File: config.mk
export PLATFORM = sky130hd
export DESIGN_NAME = rtc_spi_engine
export DESIGN_NICKNAME = d
export VERILOG_FILES = /design/src/rtl/rtc_spi_pkg.sv /design/src/rtl/rtc_spi_sync.sv /design/src/rtl/rtc_spi_frame.sv /design/src/rtl/rtc_reg_bank.sv /design/src/rtl/rtc_spi_engine.sv
export SDC_FILE = /design/constraint.sdc
export NUM_CORES = 1
export LEC_CHECK = 0
export ABC_AREA = 1
export ABC_CLOCK_PERIOD_IN_PS = 2300
export BUFFER_PORTS_ARGS = -buffer_cell sky130_fd_sc_hd__buf_2
export CORE_UTILIZATION = 59
export DETAILED_ROUTE_END_ITERATION = 8
export GPL_ROUTABILITY_DRIVEN = 0
export GPL_TIMING_DRIVEN = 0
export PLACE_DENSITY = 0.88
export REMOVE_ABC_BUFFERS = 1
export SYNTH_ARGS = -nofsm -noshare
export SYNTH_HDL_FRONTEND = slang
export SYNTH_HIERARCHICAL = 1
export SYNTH_SLANG_ARGS = --single-unit
File: constraint.sdc
create_clock -name clk -period 2.3 [get_ports clk]
set_input_delay 0.46 -clock clk [delete_from_list [all_inputs] [get_ports clk]]
set_output_delay 0.46 -clock clk [all_outputs]
set_load 0.05 [all_outputs]
File: src/rtl/rtc_spi_pkg.sv
package rtc_spi_pkg;
  typedef logic [7:0] byte_t;

  localparam byte_t OP_LATCH_SET = 8'h06;
  localparam byte_t OP_LATCH_CLR = 8'h04;
  localparam byte_t OP_REG_WRITE = 8'h12;
  localparam byte_t OP_REG_READ  = 8'h13;

  // lock bit position inside register 0
  localparam int LOCK_BIT = 1;

  typedef enum logic [2:0] {
    PH_OPCODE,
    PH_ADDRESS,
    PH_WR_DATA,
    PH_RD_DATA,
    PH_IDLE_OUT
  } phase_e;
endpackage

File: src/rtl/rtc_spi_sync.sv
module rtc_spi_sync #(
  parameter int STAGES = 2
) (
  input  logic clk,
  input  logic rst_n,
  input  logic sck_in,
  input  logic cs_n_in,
  input  logic sdi_in,
  output logic sck_rise,
  output logic sck_fall,
  output logic sel_end,
  output logic sel,
  output logic sdi
);
  localparam logic [2:0] IDLE_VAL = 3'b010;

  logic [2:0] pipe_q [STAGES];
  logic [1:0] last_q;
  logic [2:0] cur;

  for (genvar g = 0; g < STAGES; g++) begin : g_stage
    always_ff @(posedge clk or negedge rst_n) begin
      if (!rst_n) pipe_q[g] <= IDLE_VAL;
      else if (g == 0) pipe_q[g] <= {sck_in, cs_n_in, sdi_in};
      else pipe_q[g] <= pipe_q[(g == 0) ? 0 : g - 1];
    end
  end

  assign cur = pipe_q[STAGES-1];

  always_ff @(posedge clk or negedge rst_n) begin
    if (!rst_n) last_q <= IDLE_VAL[2:1];
    else        last_q <= cur[2:1];
  end

  assign sel      = ~cur[1];
  assign sck_rise = cur[2] & ~last_q[1] & sel;
  assign sck_fall = ~cur[2] & last_q[1] & sel;
  assign sel_end  = cur[1] & ~last_q[0];
  assign sdi      = cur[0];
endmodule

File: src/rtl/rtc_spi_frame.sv
module rtc_spi_frame
  import rtc_spi_pkg::*;
#(
  parameter int AW = 4
) (
  input  logic          clk,
  input  logic          rst_n,
  input  logic          sck_rise,
  input  logic          sck_fall,
  input  logic          sel_end,
  input  logic          sel,
  input  logic          sdi,
  input  byte_t         rd_data,
  output logic [AW-1:0] rd_addr,
  output logic          wr_stb,
  output logic [AW-1:0] wr_addr,
  output byte_t         wr_data,
  output logic          miso,
  output logic          miso_oe,
  output logic          wel
);
  function automatic logic [AW-1:0] addr_step(input logic [AW-1:0] a);
    return a + 1'b1;
  endfunction

  phase_e        phase_q;
  logic [2:0]    bit_q;
  logic [6:0]    rx_q;
  logic [6:0]    tx_q;
  logic [AW-1:0] addr_q;
  logic          miso_q, wel_q, wr_cmd_q;

  logic  byte_done;
  byte_t rx_byte;

  assign rx_byte   = {rx_q, sdi};
  assign byte_done = sck_rise && (bit_q == 3'd7);

  always_ff @(posedge clk or negedge rst_n) begin
    if (!rst_n) begin
      phase_q  <= PH_OPCODE;
      bit_q    <= '0;
      rx_q     <= '0;
      tx_q     <= '0;
      addr_q   <= '0;
      miso_q   <= 1'b0;
      wel_q    <= 1'b0;
      wr_cmd_q <= 1'b0;
    end else if (!sel) begin
      if (sel_end && wr_cmd_q) wel_q <= 1'b0;
      phase_q  <= PH_OPCODE;
      bit_q    <= '0;
      wr_cmd_q <= 1'b0;
      miso_q   <= 1'b0;
    end else begin
      if (sck_rise) begin
        rx_q  <= rx_byte[6:0];
        bit_q <= bit_q + 3'd1;
      end
      if (byte_done) begin
        unique case (phase_q)
          PH_OPCODE: begin
            phase_q <= PH_IDLE_OUT;
            case (rx_byte)
              OP_LATCH_SET: wel_q <= 1'b1;
              OP_LATCH_CLR: wel_q <= 1'b0;
              OP_REG_WRITE: if (wel_q) begin
                phase_q  <= PH_ADDRESS;
                wr_cmd_q <= 1'b1;
              end
              OP_REG_READ:  phase_q <= PH_ADDRESS;
              default:      phase_q <= PH_IDLE_OUT;
            endcase
          end
          PH_ADDRESS: begin
            addr_q  <= rx_byte[AW-1:0];
            phase_q <= wr_cmd_q ? PH_WR_DATA : PH_RD_DATA;
          end
          PH_WR_DATA, PH_RD_DATA: addr_q <= addr_step(addr_q);
          default: ;
        endcase
      end
      if (sck_fall && phase_q == PH_RD_DATA) begin
        if (bit_q == 3'd0) begin
          miso_q <= rd_data[7];
          tx_q   <= rd_data[6:0];
        end else begin
          miso_q <= tx_q[6];
          tx_q   <= {tx_q[5:0], 1'b0};
        end
      end
    end
  end

  assign rd_addr = addr_q;
  assign wr_stb  = byte_done && phase_q == PH_WR_DATA;
  assign wr_addr = addr_q;
  assign wr_data = rx_byte;
  assign miso    = miso_q;
  assign miso_oe = sel && phase_q == PH_RD_DATA;
  assign wel     = wel_q;


  latch_set_chk: assert property (@(posedge clk) disable iff (!rst_n)
    (sel && byte_done && phase_q == PH_OPCODE && rx_byte == OP_LATCH_SET) |=> wel);

  locked_write_chk: assert property (@(posedge clk) disable iff (!rst_n)
    (sel && byte_done && phase_q == PH_OPCODE && rx_byte == OP_REG_WRITE && !wel_q)
      |=> phase_q == PH_IDLE_OUT);

  latch_drop_chk: assert property (@(posedge clk) disable iff (!rst_n)
    (sel_end && wr_cmd_q) |=> !wel);

  addr_wrap_chk: assert property (@(posedge clk) disable iff (!rst_n)
    (sel && byte_done && (phase_q == PH_WR_DATA || phase_q == PH_RD_DATA) && addr_q == '1)
      |=> addr_q == '0);

  quiet_write_chk: assert property (@(posedge clk) disable iff (!rst_n)
    wr_stb |-> !miso_oe);
endmodule

File: src/rtl/rtc_reg_bank.sv
module rtc_reg_bank
  import rtc_spi_pkg::*;
#(
  parameter int NREG = 16,
  parameter int AW   = $clog2(NREG)
) (
  input  logic                  clk,
  input  logic                  rst_n,
  input  logic                  wr_stb,
  input  logic [AW-1:0]         wr_addr,
  input  byte_t                 wr_data,
  input  logic [AW-1:0]         rd_addr,
  output byte_t                 rd_data,
  output logic [NREG-1:0][7:0]  live
);
  logic [NREG-1:0][7:0] live_q, stage_q;
  logic lock_open, reg0_wr, commit;

  assign lock_open = live_q[0][LOCK_BIT];
  assign reg0_wr   = wr_stb && wr_addr == '0;
  assign commit    = reg0_wr && lock_open && !wr_data[LOCK_BIT];

  always_ff @(posedge clk or negedge rst_n) begin
    if (!rst_n) begin
      live_q  <= '0;
      stage_q <= '0;
    end else if (reg0_wr) begin
      stage_q[0]           <= wr_data;
      live_q[0][LOCK_BIT]  <= wr_data[LOCK_BIT];
      if (commit) begin
        live_q[0] <= wr_data;
        for (int i = 1; i < NREG; i++) live_q[i] <= stage_q[i];
      end
    end else if (wr_stb && lock_open) begin
      stage_q[wr_addr] <= wr_data;
    end
  end

  assign rd_data = live_q[rd_addr];
  assign live    = live_q;


  locked_stage_chk: assert property (@(posedge clk) disable iff (!rst_n)
    (wr_stb && wr_addr != '0 && !lock_open) |=> $stable(stage_q));

  commit_copy_chk: assert property (@(posedge clk) disable iff (!rst_n)
    commit |=> live_q[NREG-1] == $past(stage_q[NREG-1]));

  live_hold_chk: assert property (@(posedge clk) disable iff (!rst_n)
    !reg0_wr |=> $stable(live_q));

  lock_follow_chk: assert property (@(posedge clk) disable iff (!rst_n)
    reg0_wr |=> live_q[0][LOCK_BIT] == $past(wr_data[LOCK_BIT]));
endmodule

File: src/rtl/rtc_spi_engine.sv
module rtc_spi_engine
  import rtc_spi_pkg::*;
#(
  parameter int NREG        = 16,
  parameter int SYNC_STAGES = 2,
  localparam int AW         = $clog2(NREG)
) (
  input  logic              clk,
  input  logic              rst_n,
  input  logic              spi_sck,
  input  logic              spi_cs_n,
  input  logic              spi_mosi,
  output logic              spi_miso,
  output logic              spi_miso_oe,
  output logic              wr_latch,
  output logic [NREG*8-1:0] rtc_live
);
  logic sck_rise, sck_fall, sel_end, sel, sdi;
  logic wr_stb;
  logic [AW-1:0] wr_addr, rd_addr;
  byte_t wr_data, rd_data;
  logic [NREG-1:0][7:0] live;

  rtc_spi_sync #(.STAGES(SYNC_STAGES)) sync_i (
    .clk(clk), .rst_n(rst_n), .sck_in(spi_sck), .cs_n_in(spi_cs_n),
    .sdi_in(spi_mosi), .sck_rise(sck_rise), .sck_fall(sck_fall),
    .sel_end(sel_end), .sel(sel), .sdi(sdi)
  );

  rtc_spi_frame #(.AW(AW)) frame_i (
    .clk(clk), .rst_n(rst_n), .sck_rise(sck_rise), .sck_fall(sck_fall),
    .sel_end(sel_end), .sel(sel), .sdi(sdi), .rd_data(rd_data),
    .rd_addr(rd_addr), .wr_stb(wr_stb), .wr_addr(wr_addr), .wr_data(wr_data),
    .miso(spi_miso), .miso_oe(spi_miso_oe), .wel(wr_latch)
  );

  rtc_reg_bank #(.NREG(NREG), .AW(AW)) bank_i (
    .clk(clk), .rst_n(rst_n), .wr_stb(wr_stb), .wr_addr(wr_addr),
    .wr_data(wr_data), .rd_addr(rd_addr), .rd_data(rd_data), .live(live)
  );

  assign rtc_live = live;
endmodule

==> key figures, run 1 <==
Detailed routing
  – Post-route ant nets: 0
  – Vias per inst: 5.68
  – 1st-pass router iterations: 6
  – Avg WL per Cell: 18.2 µm
  – DRC Markers: 0
  – Via count: 11200
  – Final wirelength: 35.9 mm
  – Initial DRC count: 1292

STA
  – Clock Skew: 0.0136 ns
  – Rel. slew slack: 0.368
  – Final setup fails: 16
  – Final Slew Violations: 0
  – Setup TNS Final: -0.347 ns
  – Hold Violations, Final: 0
  – Worst-margin pin slew: 0.947 ns
  – Crit share post-route: 1.03
  – Final min period: 2.36 ns
  – RSZ-0062 raised after global routing: yes
  – Fmax: 423 MHz
  – Setup WS post-layout: -0.0615 ns

Global route
  – First-pass GRT wire length: 54.6 mm
  – Global route total overflow: 0
  – Vias in the first global route: 10500
  – Total GRT Usage: 0.321
  – Initial antenna violation count: 0
  – Largest net degree at the start of global routing: 123

Synthesis
  – Synth Warn #: 6
  – Seq/Total Area, Yosys: 0.556
  – Cells after Synth: 1566
  – Syn Area/Cell: 8.14 µm²
  – Synth cell types: 36
  – #FFs+latches synth: 283
  – Top post-synthesis cells by area: dfrtp_1 55%, nand2_1 13%, inv_1 8.6%
  – Leading area contributor after synthesis: dfrtp_1
  – Mapped cell area: 12800 µm²
  – Top cells by count, synth: 437 x nand2_1, 293 x inv_1, 280 x dfrtp_1
  – EDFF count, synth: 0
  – Post-synth top area share: 0.550
  – Async SR Flop Fraction: 1.00
  – Count leader, synth: nand2_1
  – Main synth FF type: dfrtp_1

Floorplanning
  – Num ports: 136
  – Core Area: 21100 µm²
  – FP Rows: 53
  – Die area: 22200 µm²
  – Die width: 149 µm
  – Die Span Y: 149 µm
  – Initial Util: 0.605

Worst setup path
  – Setup CP Type: flip-flop to flip-flop
  – Crit path capture type: flip-flop
  – CP Max Fanout: 16
  – Crit path required time: 2.68 ns
  – Startpoint types: flip-flop
  – Slowest cell on the critical path: dfstp_2
  – Max incr delay on CP: 0.38 ns
  – Worst path most repeated cell: nand2_1
  – CP cell instances: inv_4 > nand2_1 > nor2_2 > nand2_2 > nor3_4 > nand2_4 > nor2_4 > nand3_2 > nand2_1 > o21ai_0
  – Arrival time worst endpoint: 2.74 ns

Final layout
  – Area grow syn2layout: 15.9%
  – # diodes: 0
  – Share of layout cells above drive strength 1: 0.149
  – Post-route insts no fill: 1968
  – Fin area: 14800 µm²
  – Number of nets in the layout: 1683

Power
  – Pwr dens: 673 nW/µm²
  – Leak Pwr: 0.00912 µW
  – Max VDD drop: 0.000475 V

CTS
  – CTS buffer count: 29
  – Root buf cell: clkbuf_16
  – Clock H-tree levels: 1
  – Worst-path clk slew: 0.06 ns
  – Worst-Skew Late Latency: 0.55 ns
  – CTS tree: yes
  – CTS Sinks: 283
  – Clock buffer depth: 3

Place
  – PortBufs: 135
  – Area after DPL: 13500 µm²
  – Dpl cells: 1898
  – Post-DP HPWL: 19.7 mm

Status
  – Status: complete, but fails checks
  – Failing checks: setup timing

Hold path
  – Hold Crit Class: input pin to flip-flop

Flow run
  – Maxcap violations: 0
==> path summary, 6_finish.rpt <==
path / depth (start not counted) / startpoint / slack (ns) / end
worst max-delay path: 10 / sync_i/cur[1] / -0.06 / bank_i/stage_q[99]
worst min-delay path: 1 / spi_cs_n / 0.02 / sync_i/pipe_q[4]
worst max register to register: 10 / sync_i/cur[1] / -0.06 / bank_i/stage_q[99]
worst min register to register: 0 / sync_i/pipe_q[5] / 0.36 / sync_i/cur[2]
max in group asynchronous: 4 / rst_n / 0.44 / frame_i/rd_addr[0]
min in group asynchronous: 2 / rst_n / 0.45 / bank_i/live[98]
==> registers in the layout (all words and copies together), names as in the netlist, 2 cells and up <==
register and flops:
frame_i/tx_q 7, frame_i/rd_addr 4, frame_i/rx_q 7, bank_i/stage_q 120
bank_i/live 128, frame_i/phase_q 3, sync_i/cur 3, sync_i/pipe_q 3
sync_i/last_q 2, frame_i/bit_q 3
==> routing by layer <==
layer | vias to the layer above | global-route usage | wire length, µm
li1 | 5039 | - | -
met1 | 5280 | 0.413 | 13300
met2 | 709 | 0.527 | 17100
met3 | 147 | 0.0609 | 3740
met4 | 0 | 0.150 | 1850
met5 | - | 0 | 0
==> area by class of cell <==
type	count	area (µm²)
Timing Repair inverter	1	7.51
Clock buffer	48	857
Tap cell	275	344
Fill cell	1549	6310
Clock inverter	2	35.0
Multi-Input combinational cell	901	4230
Timing Repair Buffer	157	1060
Inverter	301	1150
Sequential cell	283	7090
==> stage by stage <==
stage | hold slack (ns) | setup slack, ns | util | total power (µW)
6_report | 0.0157 | -0.0615 | 0.701 | 9950
4_1_cts | 0.00211 | -0.00900 | 0.695 | 9930
5_1_grt | 0.00605 | -0.165 | 0.701 | 10200
3_5_place_dp | 0.344 | -0.946 | 0.638 | 5500
2_1_floorplan | 0.164 | -3.19 | - | 5270
3_3_place_gp | 0.333 | -5.64 | 0.631 | 5470
==> critical path: cells and delay by family, from the launching register on <==
kind	cells	cell delay (ns)
simple gates	8	1.58
buf+inv	1	0.11
flops	1	0.38
compound gates	1	0.14
==> report_power, final <==
part | internal [µW] | switching [µW] | total, µW
Combinational | 54.6 | 319 | 374
Sequential | 5010 | 36.5 | 5050
Clock | 2620 | 1900 | 4520
Total | 7690 | 2260 | 9950
==> placed cells by master, fill, tap and decap left out, types with 2 or more instances in the layout <==
| master | count |
|---|---|
| a21oi_1 | 4 |
| buf_12 | 4 |
| buf_16 | 3 |
| buf_2 | 133 |
| buf_4 | 10 |
| buf_8 | 2 |
| bufbuf_16 | 2 |
| clkbuf_1 | 13 |
| clkbuf_16 | 31 |
| clkbuf_8 | 6 |
| clkinvlp_4 | 2 |
| dfrtp_1 | 277 |
| dfrtp_4 | 2 |
| dfstp_2 | 3 |
| ha_1 | 4 |
| inv_1 | 292 |
| inv_2 | 5 |
| inv_8 | 2 |
| nand2_1 | 432 |
| nand2_2 | 5 |
| nand3_1 | 123 |
| nand3_2 | 11 |
| nand4_4 | 2 |
| nor2_1 | 21 |
| nor2_2 | 3 |
| nor2_4 | 3 |
| nor3_4 | 2 |
| o211ai_1 | 5 |
| o21ai_0 | 199 |
| o21ai_1 | 65 |
| o21ai_2 | 7 |
| or2_2 | 2 |
==> what timing repair did <==
action | in CTS | in global routing
setup buffers | 10 | 3
resized for setup | 27 | 27
endpoints found under the hold margin | 67 | 0
endpoints found under the setup margin | 256 | 180
pin swaps | 1 | 1
cloned | 5 | 1
hold buffers | 1 | 0
==> logic make-up (layout without fill, tap and decap cells) <==
kind of cell / Yosys count / after routing / synth area share
buf+inv: 384 / 509 / 0.125
simple gates: 609 / 611 / 0.199
xor+xnor: 1 / 1 / 0.000687
flops: 283 / 283 / 0.556
fa+ha+maj: 4 / 4 / 0.00393
compound gates: 285 / 285 / 0.115
Note: power is estimated with default switching activity, not from simulation.
==> run 2, diff against run 1 <==
--- a/config.mk
+++ b/config.mk
@@ -16,5 +16,4 @@
 export REMOVE_ABC_BUFFERS = 1
 export SYNTH_ARGS = -nofsm -noshare
 export SYNTH_HDL_FRONTEND = slang
-export SYNTH_HIERARCHICAL = 1
 export SYNTH_SLANG_ARGS = --single-unit
==> run 2 against run 1 <==
  * The flow still finishes with violations (setup timing)
  * Combinational power rose by 39%
  * Wire length rose by 4.0%
  * Clock-buffer cell count fell by 2
  * Global-route usage rose by 1.3 points
  * Sequential share of layout area fell by 0.12 points
  * Critical endpoint is now bank_i.stage_q[34]
==> key figures, run 2 <==
Status
  – Status: complete, but fails checks
  – Failing checks: setup timing

STA
  – Final setup fails: 4
  – Final min period: 2.33 ns
  – Hold Violations, Final: 0
  – Setup TNS Final: -0.0721 ns
  – Worst-margin pin slew: 0.905 ns
  – Setup WS post-layout: -0.0256 ns
  – Crit share post-route: 1.01
  – Fmax: 430 MHz
  – Clock Skew: 0.0147 ns
  – Final Slew Violations: 0
  – Rel. slew slack: 0.396

Worst setup path
  – Startpoint types: flip-flop
  – Worst path most repeated cell: nand2_1
  – Crit path capture type: flip-flop
  – Arrival time worst endpoint: 2.71 ns
  – Slowest cell on the critical path: dfrtp_1
  – CP cell instances: nand2_1 > nor2_1 > nand4_2 > nand2_1 > o21ai_0
  – Register-to-Register Path Depth: 5
  – Stages on the worst setup path: 5
  – Crit-path leading delay family: simple AND/OR/NAND/NOR gates
  – CP Max Fanout: 16
  – Setup CP Type: flip-flop to flip-flop
  – Worst path bufs/invs: 0
  – Crit path required time: 2.69 ns
  – Max incr delay on CP: 0.67 ns

Final layout
  – Most frequent cells in the layout: 368 x nand2_1, 277 x dfrtp_1, 163 x o21ai_0
  – Most common library cell in the layout ignoring fill and taps: nand2_1
  – Final Util: 0.705
  – Share of layout cells above drive strength 1: 0.198
  – Area grow syn2layout: 17.0%
  – Number of nets in the layout: 1575
  – Largest register FFs: 128
  – # diodes: 0

Global route
  – Total GRT Usage: 0.334
  – Initial antenna violation count: 0
  – Global route total overflow: 0
  – Vias in the first global route: 10700
  – Largest net degree at the start of global routing: 130
  – First-pass GRT wire length: 56.4 mm

Synthesis
  – Largest family of logic cells by synthesized area: simple AND/OR/NAND/NOR gates
  – Main synth FF type: dfrtp_1
  – EDFF count, synth: 0
  – Synth cell types: 31
  – Synth Warn #: 0
  – Simple-Gate Fraction of Synth Area: 0.207
  – Cells after Synth: 1445
  – Top cells by count, synth: 368 x nand2_1, 280 x dfrtp_1, 164 x o21ai_0
  – Count leader, synth: nand2_1
  – Top post-synthesis cells by area: dfrtp_1 55%, nand2_1 11%, o21ai_0 6.5%
  – Syn Area/Cell: 8.77 µm²
  – #FFs+latches synth: 283
  – Mux cell area share after synthesis: 0
  – Post-synth top area share: 0.553
  – Xor/xnor share of the synthesized area: 0.000691
  – Synth Area in Compound Gates: 0.144
  – Mapped cell area: 12700 µm²
  – Leading area contributor after synthesis: dfrtp_1
  – Post-synthesis adder-cell area fraction: 0.00691
  – Async SR Flop Fraction: 1.00
  – Seq/Total Area, Yosys: 0.559

Hold path
  – Hold Crit Class: input pin to flip-flop
  – Hold path cells: 1

Place
  – Dpl ws: -2.12 ns
  – PortBufs: 135
  – Post-DP HPWL: 20.2 mm

Detailed routing
  – Post-route ant nets: 0
  – Avg WL per Cell: 20.1 µm
  – Vias per inst: 5.99
  – Final wirelength: 37.3 mm
  – 1st-pass router iterations: 9
  – Via count: 11100
  – Initial DRC count: 1488
  – DRC Markers: 0

Floorplanning
  – Die width: 149 µm
  – Num ports: 136
  – Core Area: 21000 µm²
  – Die area: 22100 µm²
  – Initial Util: 0.603
  – FP Rows: 53
  – Die Span Y: 149 µm

Flow run
  – Maxcap violations: 0

CTS
  – Worst-path clk slew: 0.06 ns
  – Clock H-tree levels: 1
  – Clock buffer depth: 3
  – CTS Sinks: 283
  – CTS buffer count: 29
  – Worst-Skew Late Latency: 0.55 ns
  – CTS tree: yes
  – Root buf cell: clkbuf_16

Power
  – Pwr dens: 694 nW/µm²
  – Sw Pwr: 2390 µW
  – Overall power: 10300 µW
  – Leak Pwr: 0.00765 µW
  – Int Power: 7890 µW
  – Clock power share: 0.458
  – Seq pwr share: 0.492
  – Comb power frac: 0.050
  – Switching Fraction: 0.232
  – Max VDD drop: 0.000415 V
## run 2: power groups by stage
| stage | registers (µW) | logic [µW] | clock network, µW |
|---|---|---|---|
| after detailed placement | 5150 | 482 | 0 |
| after global placement | 5150 | 454 | 0 |
| final | 5060 | 519 | 4710 |
| after global routing | 5060 | 559 | 4900 |
| after CTS | 5060 | 492 | 4680 |
| after floorplan | 5150 | 205 | 0 |
## run 2: per-layer routing
layer / global-route usage / wire length (µm) / up-vias
met3: 0.0558 / 4190 / 174
met1: 0.445 / 13800 / 5347
met4: 0.184 / 1840 / 0
met5: 0 / 0 / -
li1: - / - / 4839
met2: 0.523 / 17500 / 773
## run 2: worst paths after layout
path / start / end / slack [ns]
worst max-delay path: frame_i.rd_addr[2] / bank_i.stage_q[34] / -0.03
worst min-delay path: spi_cs_n / sync_i.pipe_q[4] / 0.01
worst max register to register: frame_i.rd_addr[2] / bank_i.stage_q[34] / -0.03
worst min register to register: sync_i.pipe_q[3] / sync_i.cur[0] / 0.35
max in group asynchronous: rst_n / frame_i.rd_addr[0] / 0.88
min in group asynchronous: rst_n / bank_i.stage_q[71] / 0.41
## run 2: final cells by class
type	instances	area (µm²)
clock inverter	5	75.1
clock buffer	46	870
timing repair inverter	1	8.76
fill	1454	6200
inverter	159	644
multi-input combinational	921	4630
tap	275	344
timing repair buffer	168	1150
sequential	283	7100
## run 2: kinds of logic (layout without fill, tap and decap cells)
| group | count (synthesis) | in the layout |
|---|---|---|
| AOI/OAI and AO/OA | 316 | 316 |
| xor gates and xnor gates | 1 | 1 |
| adders and majority gates | 7 | 7 |
| buffers and inverters | 243 | 379 |
| DFF | 283 | 283 |
| and+or+nand+nor | 595 | 597 |
## run 2: what timing repair did
item | CTS | global route
endpoints found under the hold margin | 46 | 0
hold buffers | 1 | 0
setup endpoints to repair | 259 | 146
gates resized for setup | 16 | 15
pin swaps | 2 | 2
buffers inserted | 15 | 8
gates cloned | 4 | 1
## run 2: stage by stage
stage                     hold slack (ns)  cells  instance area (µm²)
after detailed placement            0.338   1778                13400
final                              0.0132   1858                14800
after global placement              0.331   1771                13200
after global routing               0.0168   1858                14800
after floorplan                     0.164   1361                12200
after CTS                         0.00803   1849                14700
